===== config.mk =====
export PLATFORM = sky130hd
export DESIGN_NAME = ivt_timer
export DESIGN_NICKNAME = d
export VERILOG_FILES = /design/src/rtl/ivt_pkg.sv /design/src/rtl/ivt_tick_sel.sv /design/src/rtl/ivt_down_cnt.sv /design/src/rtl/ivt_irq_ctl.sv /design/src/rtl/ivt_timer.sv
export SDC_FILE = /design/constraint.sdc
export NUM_CORES = 1
export LEC_CHECK = 0
export ABC_CLOCK_PERIOD_IN_PS = 3600
export BUFFER_PORTS_ARGS = -buffer_cell sky130_fd_sc_hd__clkbuf_2
export CORE_MARGIN = 4
export CORE_UTILIZATION = 53
export CTS_BUF_LIST = sky130_fd_sc_hd__clkbuf_4 sky130_fd_sc_hd__clkbuf_8 sky130_fd_sc_hd__clkbuf_16
export CTS_CLUSTER_DIAMETER = 50
export DETAILED_ROUTE_END_ITERATION = 8
export HOLD_SLACK_MARGIN = 0.08
export PLACE_DENSITY = 0.83
export SYNTH_ARGS = -nofsm -noshare
export SYNTH_HDL_FRONTEND = slang
export SYNTH_HIERARCHICAL = 1
export SYNTH_SLANG_ARGS = --single-unit

===== constraint.sdc =====
create_clock -name clk -period 3.6 [get_ports clk]
set_clock_uncertainty 0.05 [all_clocks]
set_input_delay 0.72 -clock clk [delete_from_list [all_inputs] [get_ports clk]]
set_output_delay 0.72 -clock clk [all_outputs]
set_load 0.005 [all_outputs]

===== src/rtl/ivt_pkg.sv =====
package ivt_pkg;
   typedef enum logic [1:0] {
      SRC_4K  = 2'b00,
      SRC_64  = 2'b01,
      SRC_SEC = 2'b10,
      SRC_MIN = 2'b11
   } src_e;

   localparam int unsigned NUM_SRC = 4;
   localparam int unsigned SRC_SEL_W = $clog2(NUM_SRC);
endpackage


===== src/rtl/ivt_tick_sel.sv =====
module ivt_tick_sel #(
   parameter int unsigned N_SRC = 4,
   localparam int unsigned SEL_W = (N_SRC > 1) ? $clog2(N_SRC) : 1
) (
   input  logic [N_SRC-1:0] ticks,
   input  logic [SEL_W-1:0] sel,
   output logic             tick_o
);
   if (N_SRC < 1) begin : g_bad_nsrc
      $error("ivt_tick_sel: N_SRC must be at least 1");
   end

   if ((1 << SEL_W) == N_SRC) begin : g_full
      // Every select code maps onto a source.
      assign tick_o = ticks[sel];
   end else begin : g_partial
      // Codes beyond the last source select nothing.
      always_comb begin
         tick_o = 1'b0;
         for (int i = 0; i < N_SRC; i++) begin
            if (sel == SEL_W'(i)) tick_o = ticks[i];
         end
      end
   end
endmodule


===== src/rtl/ivt_down_cnt.sv =====
module ivt_down_cnt #(
   parameter int unsigned CNT_W = 8
) (
   input  logic             clk,
   input  logic             rst_n,
   input  logic             en,
   input  logic             tick,
   input  logic             reload,
   input  logic [CNT_W-1:0] preset,
   output logic [CNT_W-1:0] count,
   output logic             expire
);
   if (CNT_W < 2) begin : g_bad_w
      $error("ivt_down_cnt: CNT_W must be at least 2");
   end

   localparam logic [CNT_W-1:0] ONE  = CNT_W'(1);
   localparam logic [CNT_W-1:0] ZERO = '0;

   logic [CNT_W-1:0] cnt_q;
   logic             last;

   assign last   = (cnt_q == ONE);
   assign expire = en & tick & last;

   always_ff @(posedge clk) begin
      if (!rst_n) begin
         cnt_q <= ZERO;
      end else if (!en) begin
         cnt_q <= preset;
      end else if (tick && (cnt_q != ZERO)) begin
         if (last) cnt_q <= reload ? preset : ZERO;
         else      cnt_q <= cnt_q - ONE;
      end
   end

   assign count = cnt_q;
endmodule


===== src/rtl/ivt_irq_ctl.sv =====
module ivt_irq_ctl #(
   parameter int unsigned PULSE_TICKS = 16
) (
   input  logic clk,
   input  logic rst_n,
   input  logic expire,
   input  logic repeat_mode,
   input  logic irq_en,
   input  logic flag_clr,
   input  logic pulse_tick,
   output logic flag,
   output logic irq_pull
);
   if (PULSE_TICKS < 1) begin : g_bad_pw
      $error("ivt_irq_ctl: PULSE_TICKS must be at least 1");
   end

   logic flag_q;
   logic pulse_on;

   always_ff @(posedge clk) begin
      if (!rst_n)        flag_q <= 1'b0;
      else if (expire)   flag_q <= 1'b1;
      else if (flag_clr) flag_q <= 1'b0;
   end

   if (PULSE_TICKS == 1) begin : g_pulse_bit
      logic p_q;
      always_ff @(posedge clk) begin
         if (!rst_n)                      p_q <= 1'b0;
         else if (expire && repeat_mode)  p_q <= 1'b1;
         else if (pulse_tick)             p_q <= 1'b0;
      end
      assign pulse_on = p_q;
   end else begin : g_pulse_cnt
      localparam int unsigned PW = $clog2(PULSE_TICKS + 1);
      logic [PW-1:0] p_q;
      always_ff @(posedge clk) begin
         if (!rst_n)                            p_q <= '0;
         else if (expire && repeat_mode)        p_q <= PW'(PULSE_TICKS);
         else if (pulse_tick && (p_q != '0))    p_q <= p_q - PW'(1);
      end
      assign pulse_on = (p_q != '0);
   end

   assign flag     = flag_q;
   assign irq_pull = irq_en & (repeat_mode ? pulse_on : flag_q);
endmodule


===== src/rtl/ivt_timer.sv =====
module ivt_timer #(
   parameter int unsigned CNT_W       = 8,
   parameter int unsigned PULSE_TICKS = 16
) (
   input  logic             clk,
   input  logic             rst_n,
   input  logic             tick_4k,
   input  logic             tick_64,
   input  logic             tick_sec,
   input  logic             tick_min,
   input  logic [1:0]       src_sel,
   input  logic [CNT_W-1:0] preset,
   input  logic             tmr_en,
   input  logic             repeat_mode,
   input  logic             irq_en,
   input  logic             flag_clr,
   output logic [CNT_W-1:0] count,
   output logic             flag,
   output logic             irq_pull
);
   import ivt_pkg::*;

   logic [NUM_SRC-1:0] src_vec;
   logic               tick_sel;
   logic               expire;

   always_comb begin
      src_vec          = '0;
      src_vec[SRC_4K]  = tick_4k;
      src_vec[SRC_64]  = tick_64;
      src_vec[SRC_SEC] = tick_sec;
      src_vec[SRC_MIN] = tick_min;
   end

   ivt_tick_sel #(.N_SRC(NUM_SRC)) u_sel (
      .ticks (src_vec),
      .sel   (src_sel),
      .tick_o(tick_sel)
   );

   ivt_down_cnt #(.CNT_W(CNT_W)) u_cnt (
      .clk   (clk),
      .rst_n (rst_n),
      .en    (tmr_en),
      .tick  (tick_sel),
      .reload(repeat_mode),
      .preset(preset),
      .count (count),
      .expire(expire)
   );

   ivt_irq_ctl #(.PULSE_TICKS(PULSE_TICKS)) u_irq (
      .clk        (clk),
      .rst_n      (rst_n),
      .expire     (expire),
      .repeat_mode(repeat_mode),
      .irq_en     (irq_en),
      .flag_clr   (flag_clr),
      .pulse_tick (tick_4k),
      .flag       (flag),
      .irq_pull   (irq_pull)
   );
endmodule


==> results of run 1 <==
==> cells by family after synthesis <==
group / share of synthesized area [%]
AND/OR/NAND/NOR: 24.5
adder cells (fa/ha/maj): 5.44
multiplexers: 2.45
buffers and inverters: 3.81
flip-flops: 30.5
AO/OA/AOI/OAI: 33.3
==> state kept, by name (all words and copies together) (netlist names) <==
| name | flops |
|---|---|
| u_cnt/count | 8 |
| u_irq/flag | 1 |
| u_irq/g_pulse_cnt.p_q | 5 |
==> worst min path at each step <==
| stage | slack (ps) | cells after the start | endpoint |
|---|---|---|---|
| floorplan | 420 | 2 | u_irq/g_pulse_cnt.p_q[4]$_SDFFE_PN0P_ |
| global placement | 450 | 2 | u_irq/g_pulse_cnt.p_q[3]$_SDFFE_PP0P_ |
| detailed placement | 450 | 2 | u_irq/g_pulse_cnt.p_q[4]$_SDFFE_PN0P_ |
| CTS | 460 | 2 | u_irq/g_pulse_cnt.p_q[4]$_SDFFE_PN0P_ |
| global route | 490 | 2 | u_irq/g_pulse_cnt.p_q[3]$_SDFFE_PP0P_ |
| finish | 460 | 2 | u_irq/g_pulse_cnt.p_q[4]$_SDFFE_PN0P_ |
==> power breakdown <==
group          total [mW]  internal [mW]  switching, mW
clock network      0.0863         0.0387         0.0476
registers           0.234          0.189         0.0455
logic               0.301          0.145          0.157
==> worst reg2reg max path: cells and delay by family, from the launching register on <==
kind | cells | cell delay (ps)
adders and majority gates | 1 | 200
and+or+nand+nor | 1 | 160
AOI/OAI and AO/OA | 3 | 890
DFF | 1 | 400
buffers and inverters | 1 | 110
==> cells in the final DEF (no fill, tap or decap), drive strengths merged <==
master / netlist / layout
a31oi: 1 / 1
and4: 1 / 1
a21oi: 7 / 7
nor2: 2 / 2
a21o: 2 / 2
nor4b: 3 / 3
nor4: 1 / 1
clkbuf: 1 / 32
mux4: 1 / 1
nor2b: 1 / 1
inv: 7 / 7
a21boi: 1 / 1
o21a: 2 / 2
a22oi: 5 / 5
a2bb2oi: 3 / 3
or3b: 1 / 1
nand2: 11 / 11
a31o: 1 / 1
o21ai: 5 / 5
ha: 4 / 4
nand4: 1 / 1
nand3: 2 / 2
o2111ai: 1 / 1
or3: 3 / 3
or4b: 3 / 3
dfxtp: 14 / 14
o31ai: 4 / 4
o22ai: 3 / 3
nor3: 4 / 4
o211a: 1 / 1
o31a: 1 / 1
and3: 1 / 1
a32oi: 3 / 3
==> routing by layer <==
metal / share of wire, % / vias up / track usage (%)
met2: 50 / 46 / 33.5
li1: - / 463 / -
met3: 6.1 / 6 / 3.01
met5: 0 / - / 0
met1: 42 / 463 / 26.4
met4: 2.1 / 0 / 12.0
==> cell type report <==
cell class | count | area [sq um]
Clock buffer | 3 | 22.5
Fill cell | 135 | 478
Inverter | 7 | 26.3
Multi-Input combinational cell | 79 | 604
Sequential cell | 14 | 280
Tap cell | 16 | 20.0
Timing Repair Buffer | 29 | 145
==> metrics by stage <==
stage	utilization, %	total power [mW]	hold WS (ps)	cell area (sq um)	instances
3_3_place_gp	68.3	0.512	447	1080	145
4_1_cts	69.7	0.619	461	1100	148
6_report	69.7	0.622	462	1100	148
5_1_grt	69.7	0.673	493	1100	148
3_5_place_dp	68.3	0.531	449	1080	145
2_1_floorplan	-	0.445	418	920	102
==> reports/results.md, run 1 <==
Outcome
- **outcome** finished clean

Route
- **total length of routed wires** 2470 microns
- **detail-routed via count per cell** 6.61
- **Antenna Violating Nets Remaining** 0
- **count of routing violations after the opening detailed-route iteration** 60
- **total number of vias** 978
- **number of detailed-routing iterations run before antenna repair** 4
- **DRC Markers** 0
- **routed length per placed instance** 16.7 microns

Floorplan
- **initial cell density of the core** 58.3%
- **height of the die** 49.7 microns
- **# IOs** 30
- **core area** 1580 sq um
- **x dimension of the die** 49.7 microns
- **die outline area** 2470 sq um
- **Row Count** 14

STA
- **final critical-path share of the clock period** 66.4%
- **Final Critical Period** 2390 ps
- **slew at the pin closest to its max-slew limit** 860 ps
- **count of endpoints failing setup in the final report** 0
- **hold violation total from the final report** 0
- **maximum operating frequency** 418 MHz
- **setup repair after global routing missed its margin** false
- **post-route worst setup slack** 1210 ps
- **number of max-slew violations in the final report** 0
- **total negative slack** 0 ps
- **slew margin rel.** 42.2%

Pwr
- **VDD IR-drop max** 0.361 mV
- **Leakage** 0.481 nW
- **power density normalized to cell area** 566 nW/um^2

CTS
- **number of H-tree levels** 1
- **# clock sinks** 14
- **cell chosen for the clock root** sky130_fd_sc_hd__clkbuf_4
- **count of instances resized after the clock tree is built** 0
- **Bufs on Longest Clock Path** 2
- **Reg clk slew, reported paths** 80 ps
- **source-to-sink clock delay at the later pin of the worst-skew pair** 270 ps
- **TritonCTS clock tree** built
- **cts bufs inserted** 3
- **count of hold buffers inserted by post-cts repair** 0
- **Post-CTS Setup Repair Bufs** 0

Hold path
- **hold path startpoint** u_irq/g_pulse_cnt.p_q[4]$_SDFFE_PN0P_
- **Worst Hold Class** reg -> reg

Setup path
- **FF-to-FF End** u_cnt/count[3]$_SDFFE_PN0P_
- **Crit path max-delay family** simple AND/OR/NAND/NOR gates
- **Crit Path Class** reg -> out
- **critical path's largest stage delay** 390 ps
- **R2R depth** 6
- **critical path data arrival time** 1620 ps
- **crit path cell chain** inv_1, ha_1, nor4b_1, nand2_1, o211a_1, clkbuf_2
- **origin of the critical flop-to-flop path** u_cnt/count[1]$_SDFFE_PN0P_
- **maximum fanout along the worst path** 3
- **type of element capturing the critical path** output port
- **capture point of the critical path** irq_pull
- **Setup crit start kind** flip-flop
- **combined buffer and inverter count along the critical path** 2
- **internal reg-to-reg setup slack** 1720 ps
- **required time at the worst-slack endpoint** 2830 ps
- **Crit-path slowest cell** sky130_fd_sc_hd__nor4b_1
- **Worst Setup SP** u_irq/g_pulse_cnt.p_q[0]$_SDFFE_PP0P_
- **number of logic stages on the critical path including buffering** 6

Yosys
- **number of warnings issued by yosys** 6
- **synthesized area per cell** 9.02 sq um
- **most common library cells after synthesis** sky130_fd_sc_hd__dfxtp_1, sky130_fd_sc_hd__nand2_1, sky130_fd_sc_hd__inv_1
- **number of synthesized register bits** 14
- **number of synthesized flops with an enable pin** 0
- **fraction of synthesized cell area taken by the top area cell type** 30.5%
- **sequential fraction of the synthesis area** 30.5%
- **Most used DFF post-synth** sky130_fd_sc_hd__dfxtp_1
- **top area cells in the synthesized netlist** sky130_fd_sc_hd__dfxtp_1, sky130_fd_sc_hd__ha_1, sky130_fd_sc_hd__nand2_1
- **Net Count, Synth** 126
- **dominant cell type by area after synthesis** sky130_fd_sc_hd__dfxtp_1
- **Post-synth ARST share** 0%
- **number of standard cells after synthesis** 102
- **Netlist cell types** 43
- **combined area of all synthesized cells** 920 sq um
- **library cell with the highest instance count after synthesis** sky130_fd_sc_hd__dfxtp_1

Cells and area
- **diode insertion count for antenna repair** 0
- **Area Growth Syn to Fin** 19.5%
- **fraction of final layout cells sized beyond drive strength 1** 33.3%
- **number of nets in the layout** 158

Place
- **setup slack at placement** 1470 ps
- **estimated wirelength of the detail-placed design** 1900 microns
- **final weighted congestion of routability-driven global placement** 0.874
- **IO Port Bufs** 29

Global route
- **first-pass GRT wire length** 4060 microns
- **global-route usage over all layers** 20.9%
- **overflow left after global routing** 0
- **number of global-route vias before repair** 898
- **antenna violations before repair** 0
- **largest net degree at the start of global routing** 13

Job
- **max-cap violation count** 0

Power figures use the tool's default switching activity.
==> run 2: changes to the inputs <==
--- a/config.mk
+++ b/config.mk
@@ -5,15 +5,15 @@
 export SDC_FILE = /design/constraint.sdc
 export NUM_CORES = 1
 export LEC_CHECK = 0
-export ABC_CLOCK_PERIOD_IN_PS = 3600
+export ABC_CLOCK_PERIOD_IN_PS = 2300
 export BUFFER_PORTS_ARGS = -buffer_cell sky130_fd_sc_hd__clkbuf_2
 export CORE_MARGIN = 4
-export CORE_UTILIZATION = 53
+export CORE_UTILIZATION = 49
 export CTS_BUF_LIST = sky130_fd_sc_hd__clkbuf_4 sky130_fd_sc_hd__clkbuf_8 sky130_fd_sc_hd__clkbuf_16
 export CTS_CLUSTER_DIAMETER = 50
 export DETAILED_ROUTE_END_ITERATION = 8
 export HOLD_SLACK_MARGIN = 0.08
-export PLACE_DENSITY = 0.83
+export PLACE_DENSITY = 0.78
 export SYNTH_ARGS = -nofsm -noshare
 export SYNTH_HDL_FRONTEND = slang
 export SYNTH_HIERARCHICAL = 1
==> constraint.sdc (replaced) <==
create_clock -name clk -period 2.3 [get_ports clk]
set_clock_uncertainty 0.05 [all_clocks]
set_input_delay 0.46 -clock clk [delete_from_list [all_inputs] [get_ports clk]]
set_output_delay 0.46 -clock clk [all_outputs]
set_load 0.005 [all_outputs]
==> reports/results.md, run 2 (same netlist as run 1, synthesis figures left out) <==
STA
- **post-route worst setup slack** 259 ps, -950 ps
- **slew at the pin closest to its max-slew limit** 540 ps, -319 ps
- **maximum operating frequency** 490 MHz
- **number of max-slew violations in the final report** 0, unchanged
- **total negative slack** 0 ps, unchanged
- **Final Critical Period** 2040 ps
- **hold violation total from the final report** 0, unchanged
- **final critical-path share of the clock period** 88.8%
- **count of endpoints failing setup in the final report** 0, unchanged
- **slew margin rel.** 64.0%, +22 points
- **setup repair after global routing missed its margin** false

Route
- **total length of routed wires** 2570 microns, +3.8%
- **number of detailed-routing iterations run before antenna repair** 4, unchanged
- **count of routing violations after the opening detailed-route iteration** 40, -33%
- **DRC Markers** 0, unchanged
- **total number of vias** 960, -1.8%
- **routed length per placed instance** 16.1 microns, -3.4%
- **Antenna Violating Nets Remaining** 0, unchanged
- **detail-routed via count per cell** 6.04, -8.6%

Setup path
- **origin of the critical flop-to-flop path** u_cnt/count[1]$_SDFFE_PN0P_
- **Crit Path Class** reg -> out
- **critical path data arrival time** 1530 ps, -90 ps
- **maximum fanout along the worst path** 3, unchanged
- **Worst Setup SP** u_irq/g_pulse_cnt.p_q[0]$_SDFFE_PP0P_
- **required time at the worst-slack endpoint** 1790 ps, -1040 ps
- **Setup crit start kind** flip-flop
- **type of element capturing the critical path** output port

Place
- **final weighted congestion of routability-driven global placement** 0.798, -8.7%
- **IO Port Bufs** 29, unchanged
- **estimated wirelength of the detail-placed design** 1870 microns, -1.3%
- **setup slack at placement** 450 ps, -1020 ps

Job
- **max-cap violation count** 0, unchanged

Floorplan
- **# IOs** 30, unchanged
- **height of the die** 51.3 microns, +3.4%
- **Row Count** 15, +1
- **die outline area** 2630 sq um, +6.8%
- **x dimension of the die** 51.3 microns, +3.4%
- **core area** 1750 sq um, +11%
- **initial cell density of the core** 52.7%, -5.6 points

CTS
- **number of H-tree levels** 1, unchanged
- **Bufs on Longest Clock Path** 2, unchanged
- **source-to-sink clock delay at the later pin of the worst-skew pair** 290 ps, +20 ps
- **cell chosen for the clock root** sky130_fd_sc_hd__clkbuf_4
- **# clock sinks** 14, unchanged
- **TritonCTS clock tree** built
- **Reg clk slew, reported paths** 90 ps, about the same
- **cts bufs inserted** 3, unchanged

Cells and area
- **number of nets in the layout** 159, +0.63%
- **commonest non-fill, non-tap cells in the layout** sky130_fd_sc_hd__clkbuf_2, sky130_fd_sc_hd__dfxtp_1, sky130_fd_sc_hd__nand2_1, sky130_fd_sc_hd__inv_1, sky130_fd_sc_hd__a21oi_1
- **Area Growth Syn to Fin** 23.7%
- **most common library cell in the layout ignoring fill and taps** sky130_fd_sc_hd__clkbuf_2
- **Filler Cells Inserted** 155, +15%
- **diode insertion count for antenna repair** 0, unchanged
- **fraction of final layout cells sized beyond drive strength 1** 35.1%, +1.7 points
- **Largest register FFs** 8, unchanged

Hold path
- **Worst Hold Class** in -> reg
- **hold path startpoint** preset[6]

Global route
- **global-route usage over all layers** 20.2%, -0.64 points
- **antenna violations before repair** 0, unchanged
- **number of global-route vias before repair** 889, -1.0%
- **overflow left after global routing** 0, unchanged
- **largest net degree at the start of global routing** 13, unchanged
- **first-pass GRT wire length** 4030 microns, -0.86%

Pwr
- **Leakage** 0.496 nW, +3.1%
- **VDD IR-drop max** 0.562 mV, +56%
- **power density normalized to cell area** 905 nW/um^2, +60%

Outcome
- **outcome** finished clean

## run 2: cell count changes in the layout (fill, tap and decap cells not counted), sizes merged
cell / delta
clkbuf: +1
buf: +1
## run 2: worst max-delay path, cell delays in order, from the launching register on
cell,delay (ps)
sky130_fd_sc_hd__dfxtp_1,320
sky130_fd_sc_hd__inv_1,80
sky130_fd_sc_hd__ha_1,200
sky130_fd_sc_hd__nor4b_2,320
sky130_fd_sc_hd__nand2_1,100
sky130_fd_sc_hd__o211a_1,120
sky130_fd_sc_hd__clkbuf_2,110
## run 2: final cells by class
type	instances	area [sq um]	share of cell area, %
Clock buffer	4	36.3	3.19
Sequential cell	14	280	24.6
Inverter	7	26.3	2.31
Tap cell	25	31.3	2.75
Multi-Input combinational cell	79	611	53.7
Timing Repair Buffer	30	153	13.4
## run 2: power breakdown
part / switching (mW) / internal, mW / total, mW
Combinational: 0.240 / 0.238 / 0.477
Clock: 0.0864 / 0.0964 / 0.183
Sequential: 0.0733 / 0.296 / 0.369
Total: 0.399 / 0.630 / 1.03
## run 2: what timing repair did
action / in CTS / in global routing
endpoints found under the setup margin: 0 / 1
hold buffers: 0 / 0
gates resized for setup: 0 / 1
endpoints found under the hold margin: 0 / 0
setup buffers: 0 / 0
## run 2: per-stage QoR
step	cell area, sq um	hold slack (ps)	util, %	power [mW]	std cells
6_report	1140	353	65.2	1.03	159
5_1_grt	1140	364	65.2	1.10	159
4_1_cts	1130	350	64.8	1.01	159
3_5_place_dp	1090	450	62.7	0.831	155
3_3_place_gp	1090	451	62.7	0.816	155
2_1_floorplan	920	418	-	0.697	102
## run 2: path summary, 6_finish.rpt
path | endpoint | slack, ps | depth (start not counted)
hold reg to reg | u_irq/g_pulse_cnt.p_q[1]$_SDFFE_PP0P_ | 480 | 2
hold / removal | u_cnt/count[6]$_SDFFE_PN0P_ | 350 | 3
setup / recovery | irq_pull | 260 | 6
setup reg to reg | u_cnt/count[2]$_SDFFE_PN0P_ | 440 | 6
## run 2: layer usage
metal	wire, microns	GRT usage (%)
met3	160	3.50
met2	1320	35.0
met4	80	10.0
met1	1010	23.9
met5	0	0
==> run 3: changes to the inputs <==
--- a/config.mk
+++ b/config.mk
@@ -7,7 +7,8 @@
 export LEC_CHECK = 0
 export ABC_CLOCK_PERIOD_IN_PS = 2300
 export BUFFER_PORTS_ARGS = -buffer_cell sky130_fd_sc_hd__clkbuf_2
-export CORE_MARGIN = 4
+export CORE_ASPECT_RATIO = 1.25
+export CORE_MARGIN = 5
 export CORE_UTILIZATION = 49
 export CTS_BUF_LIST = sky130_fd_sc_hd__clkbuf_4 sky130_fd_sc_hd__clkbuf_8 sky130_fd_sc_hd__clkbuf_16
 export CTS_CLUSTER_DIAMETER = 50
==> reports/results.md, run 3 (same netlist as run 1, synthesis figures left out) <==
Cells and area
- **commonest non-fill, non-tap cells in the layout** sky130_fd_sc_hd__clkbuf_2, sky130_fd_sc_hd__dfxtp_1, sky130_fd_sc_hd__nand2_1, sky130_fd_sc_hd__inv_1, sky130_fd_sc_hd__a21oi_1
- **Filler Cells Inserted** 166, +7.1%
- **most common library cell in the layout ignoring fill and taps** sky130_fd_sc_hd__clkbuf_2
- **Largest register FFs** 8, unchanged
- **diode insertion count for antenna repair** 0, unchanged
- **footprint of the multi-input gates** 604 sq um, -1.0%
- **number of nets in the layout** 159, unchanged
- **fraction of final layout cells sized beyond drive strength 1** 34.3%, -0.75 points
- **area of all sequential standard cells** 280 sq um, unchanged
- **Area Growth Syn to Fin** 22.2%
- **number of standard cells in the layout, taps in and fillers out** 153, -3.8%

Setup path
- **Crit Path Class** reg -> out
- **number of logic stages on the critical path including buffering** 6, unchanged
- **maximum fanout along the worst path** 3, unchanged
- **combined buffer and inverter count along the critical path** 2, unchanged
- **type of element capturing the critical path** output port
- **required time at the worst-slack endpoint** 1790 ps, about the same
- **Setup crit start kind** flip-flop
- **Crit path max-delay family** simple AND/OR/NAND/NOR gates
- **critical path data arrival time** 1610 ps, +80 ps
- **R2R depth** 6, unchanged
- **internal reg-to-reg setup slack** 420 ps, -20 ps
- **Crit-path slowest cell** sky130_fd_sc_hd__nor4b_1
- **critical path's largest stage delay** 420 ps, +100 ps
- **crit path cell chain** inv_1, ha_1, nor4b_1, nand2_1, o211a_1, clkbuf_2

Hold path
- **hold path cells** 3, unchanged
- **Worst Hold Class** in -> reg

Floorplan
- **core area** 1790 sq um, +2.4%
- **x dimension of the die** 48.8 microns, -5.0%
- **# IOs** 30, unchanged
- **height of the die** 58.4 microns, +14%
- **initial cell density of the core** 51.5%, -1.2 points
- **Row Count** 17, +2
- **die outline area** 2850 sq um, +8.2%

Route
- **detail-routed via count per cell** 6.39, +5.8%
- **total number of vias** 977, +1.8%
- **number of detailed-routing iterations run before antenna repair** 4, unchanged
- **count of routing violations after the opening detailed-route iteration** 32, -20%
- **total length of routed wires** 2570 microns, +0.12%
- **DRC Markers** 0, unchanged
- **Antenna Violating Nets Remaining** 0, unchanged
- **routed length per placed instance** 16.8 microns, +4.0%

Place
- **IO Port Bufs** 29, unchanged
- **number of cells after detailed placement** 149, -3.9%
- **estimated wirelength of the detail-placed design** 1870 microns, about the same
- **final weighted congestion of routability-driven global placement** 0.810, +1.5%

CTS
- **cell chosen for the clock root** sky130_fd_sc_hd__clkbuf_4
- **Bufs on Longest Clock Path** 2, unchanged
- **Reg clk slew, reported paths** 90 ps, about the same
- **cts bufs inserted** 3, unchanged
- **# clock sinks** 14, unchanged
- **source-to-sink clock delay at the later pin of the worst-skew pair** 280 ps, about the same
- **TritonCTS clock tree** built
- **count of instances resized after the clock tree is built** 0, unchanged
- **count of hold buffers inserted by post-cts repair** 0, unchanged
- **Post-CTS Setup Repair Bufs** 0, unchanged
- **number of H-tree levels** 1, unchanged

STA
- **setup repair after global routing missed its margin** false
- **number of max-slew violations in the final report** 0, unchanged
- **slew margin rel.** 63.2%, -0.75 points
- **total negative slack** 0 ps, unchanged
- **count of endpoints failing setup in the final report** 0, unchanged
- **hold violation total from the final report** 0, unchanged
- **Final Critical Period** 2120 ps, +81.0 ps
- **maximum operating frequency** 471 MHz, -3.8%
- **slew at the pin closest to its max-slew limit** 551 ps, +11.3 ps
- **final critical-path share of the clock period** 92.3%, +3.5 points

Global route
- **antenna violations before repair** 0, unchanged
- **overflow left after global routing** 0, unchanged
- **largest net degree at the start of global routing** 13, unchanged
- **first-pass GRT wire length** 4260 microns, +5.8%
- **number of global-route vias before repair** 966, +8.7%
- **global-route usage over all layers** 18.7%, -1.5 points

Job
- **max-cap violation count** 0, unchanged

Outcome
- **outcome** finished clean

Pwr
- **VDD IR-drop max** 0.459 mV, -18%
- **power density normalized to cell area** 901 nW/um^2, -0.38%
- **Leakage** 0.493 nW, -0.56%

## run 3: cell counts in the layout (fill, tap and decap cells not counted)
Identical to the previous run, type by type.
## run 3: final timing paths
check,start,endpoint
max reg2reg,u_cnt/count[0]$_SDFFE_PN0P_,u_cnt/count[6]$_SDFFE_PN0P_
max,u_irq/g_pulse_cnt.p_q[0]$_SDFFE_PP0P_,irq_pull
min reg2reg,u_irq/g_pulse_cnt.p_q[4]$_SDFFE_PN0P_,u_irq/g_pulse_cnt.p_q[4]$_SDFFE_PN0P_
min,preset[6],u_cnt/count[6]$_SDFFE_PN0P_
## run 3: worst register-to-register path, cell delays in order, from the launching register on
cell,delay [ps]
sky130_fd_sc_hd__dfxtp_1,380
sky130_fd_sc_hd__inv_1,130
sky130_fd_sc_hd__ha_1,190
sky130_fd_sc_hd__or3b_1,440
sky130_fd_sc_hd__nor4b_1,290
sky130_fd_sc_hd__o21ai_0,150
sky130_fd_sc_hd__a31oi_1,180
## run 3: area by class of cell
type / count / area share, %
Inverter: 7 / 2.34
Sequential cell: 14 / 24.9
Tap cell: 19 / 2.12
Timing Repair Buffer: 30 / 13.6
Multi-Input combinational cell: 79 / 53.8
Clock buffer: 4 / 3.23
## run 3: metal layers
layer	global-route usage [%]	vias to the layer above	routed length [microns]
met4	9.23	0	57
met5	0	-	0
li1	-	466	-
met1	19.8	467	1030
met3	3.80	10	131
met2	34.9	34	1360
## run 3: metrics by stage
step                total power, mW  area [sq um]  utilization, %  setup slack, ps  hold slack [ps]
floorplan                     0.697           920               -              628              418
global placement              0.809          1090            60.9              461              445
detailed placement            0.828          1090            60.9              429              452
CTS                            1.01          1120            62.9              171              367
global route                   1.09          1120            62.9             19.4              359
finish                         1.01          1120            62.9              177              367
## run 3: where the power goes
| group | internal [mW] | switching, mW | total [mW] |
|---|---|---|---|
| registers | 0.296 | 0.0720 | 0.368 |
| logic | 0.229 | 0.237 | 0.467 |
| clock network | 0.0963 | 0.0823 | 0.179 |
| total | 0.621 | 0.391 | 1.01 |
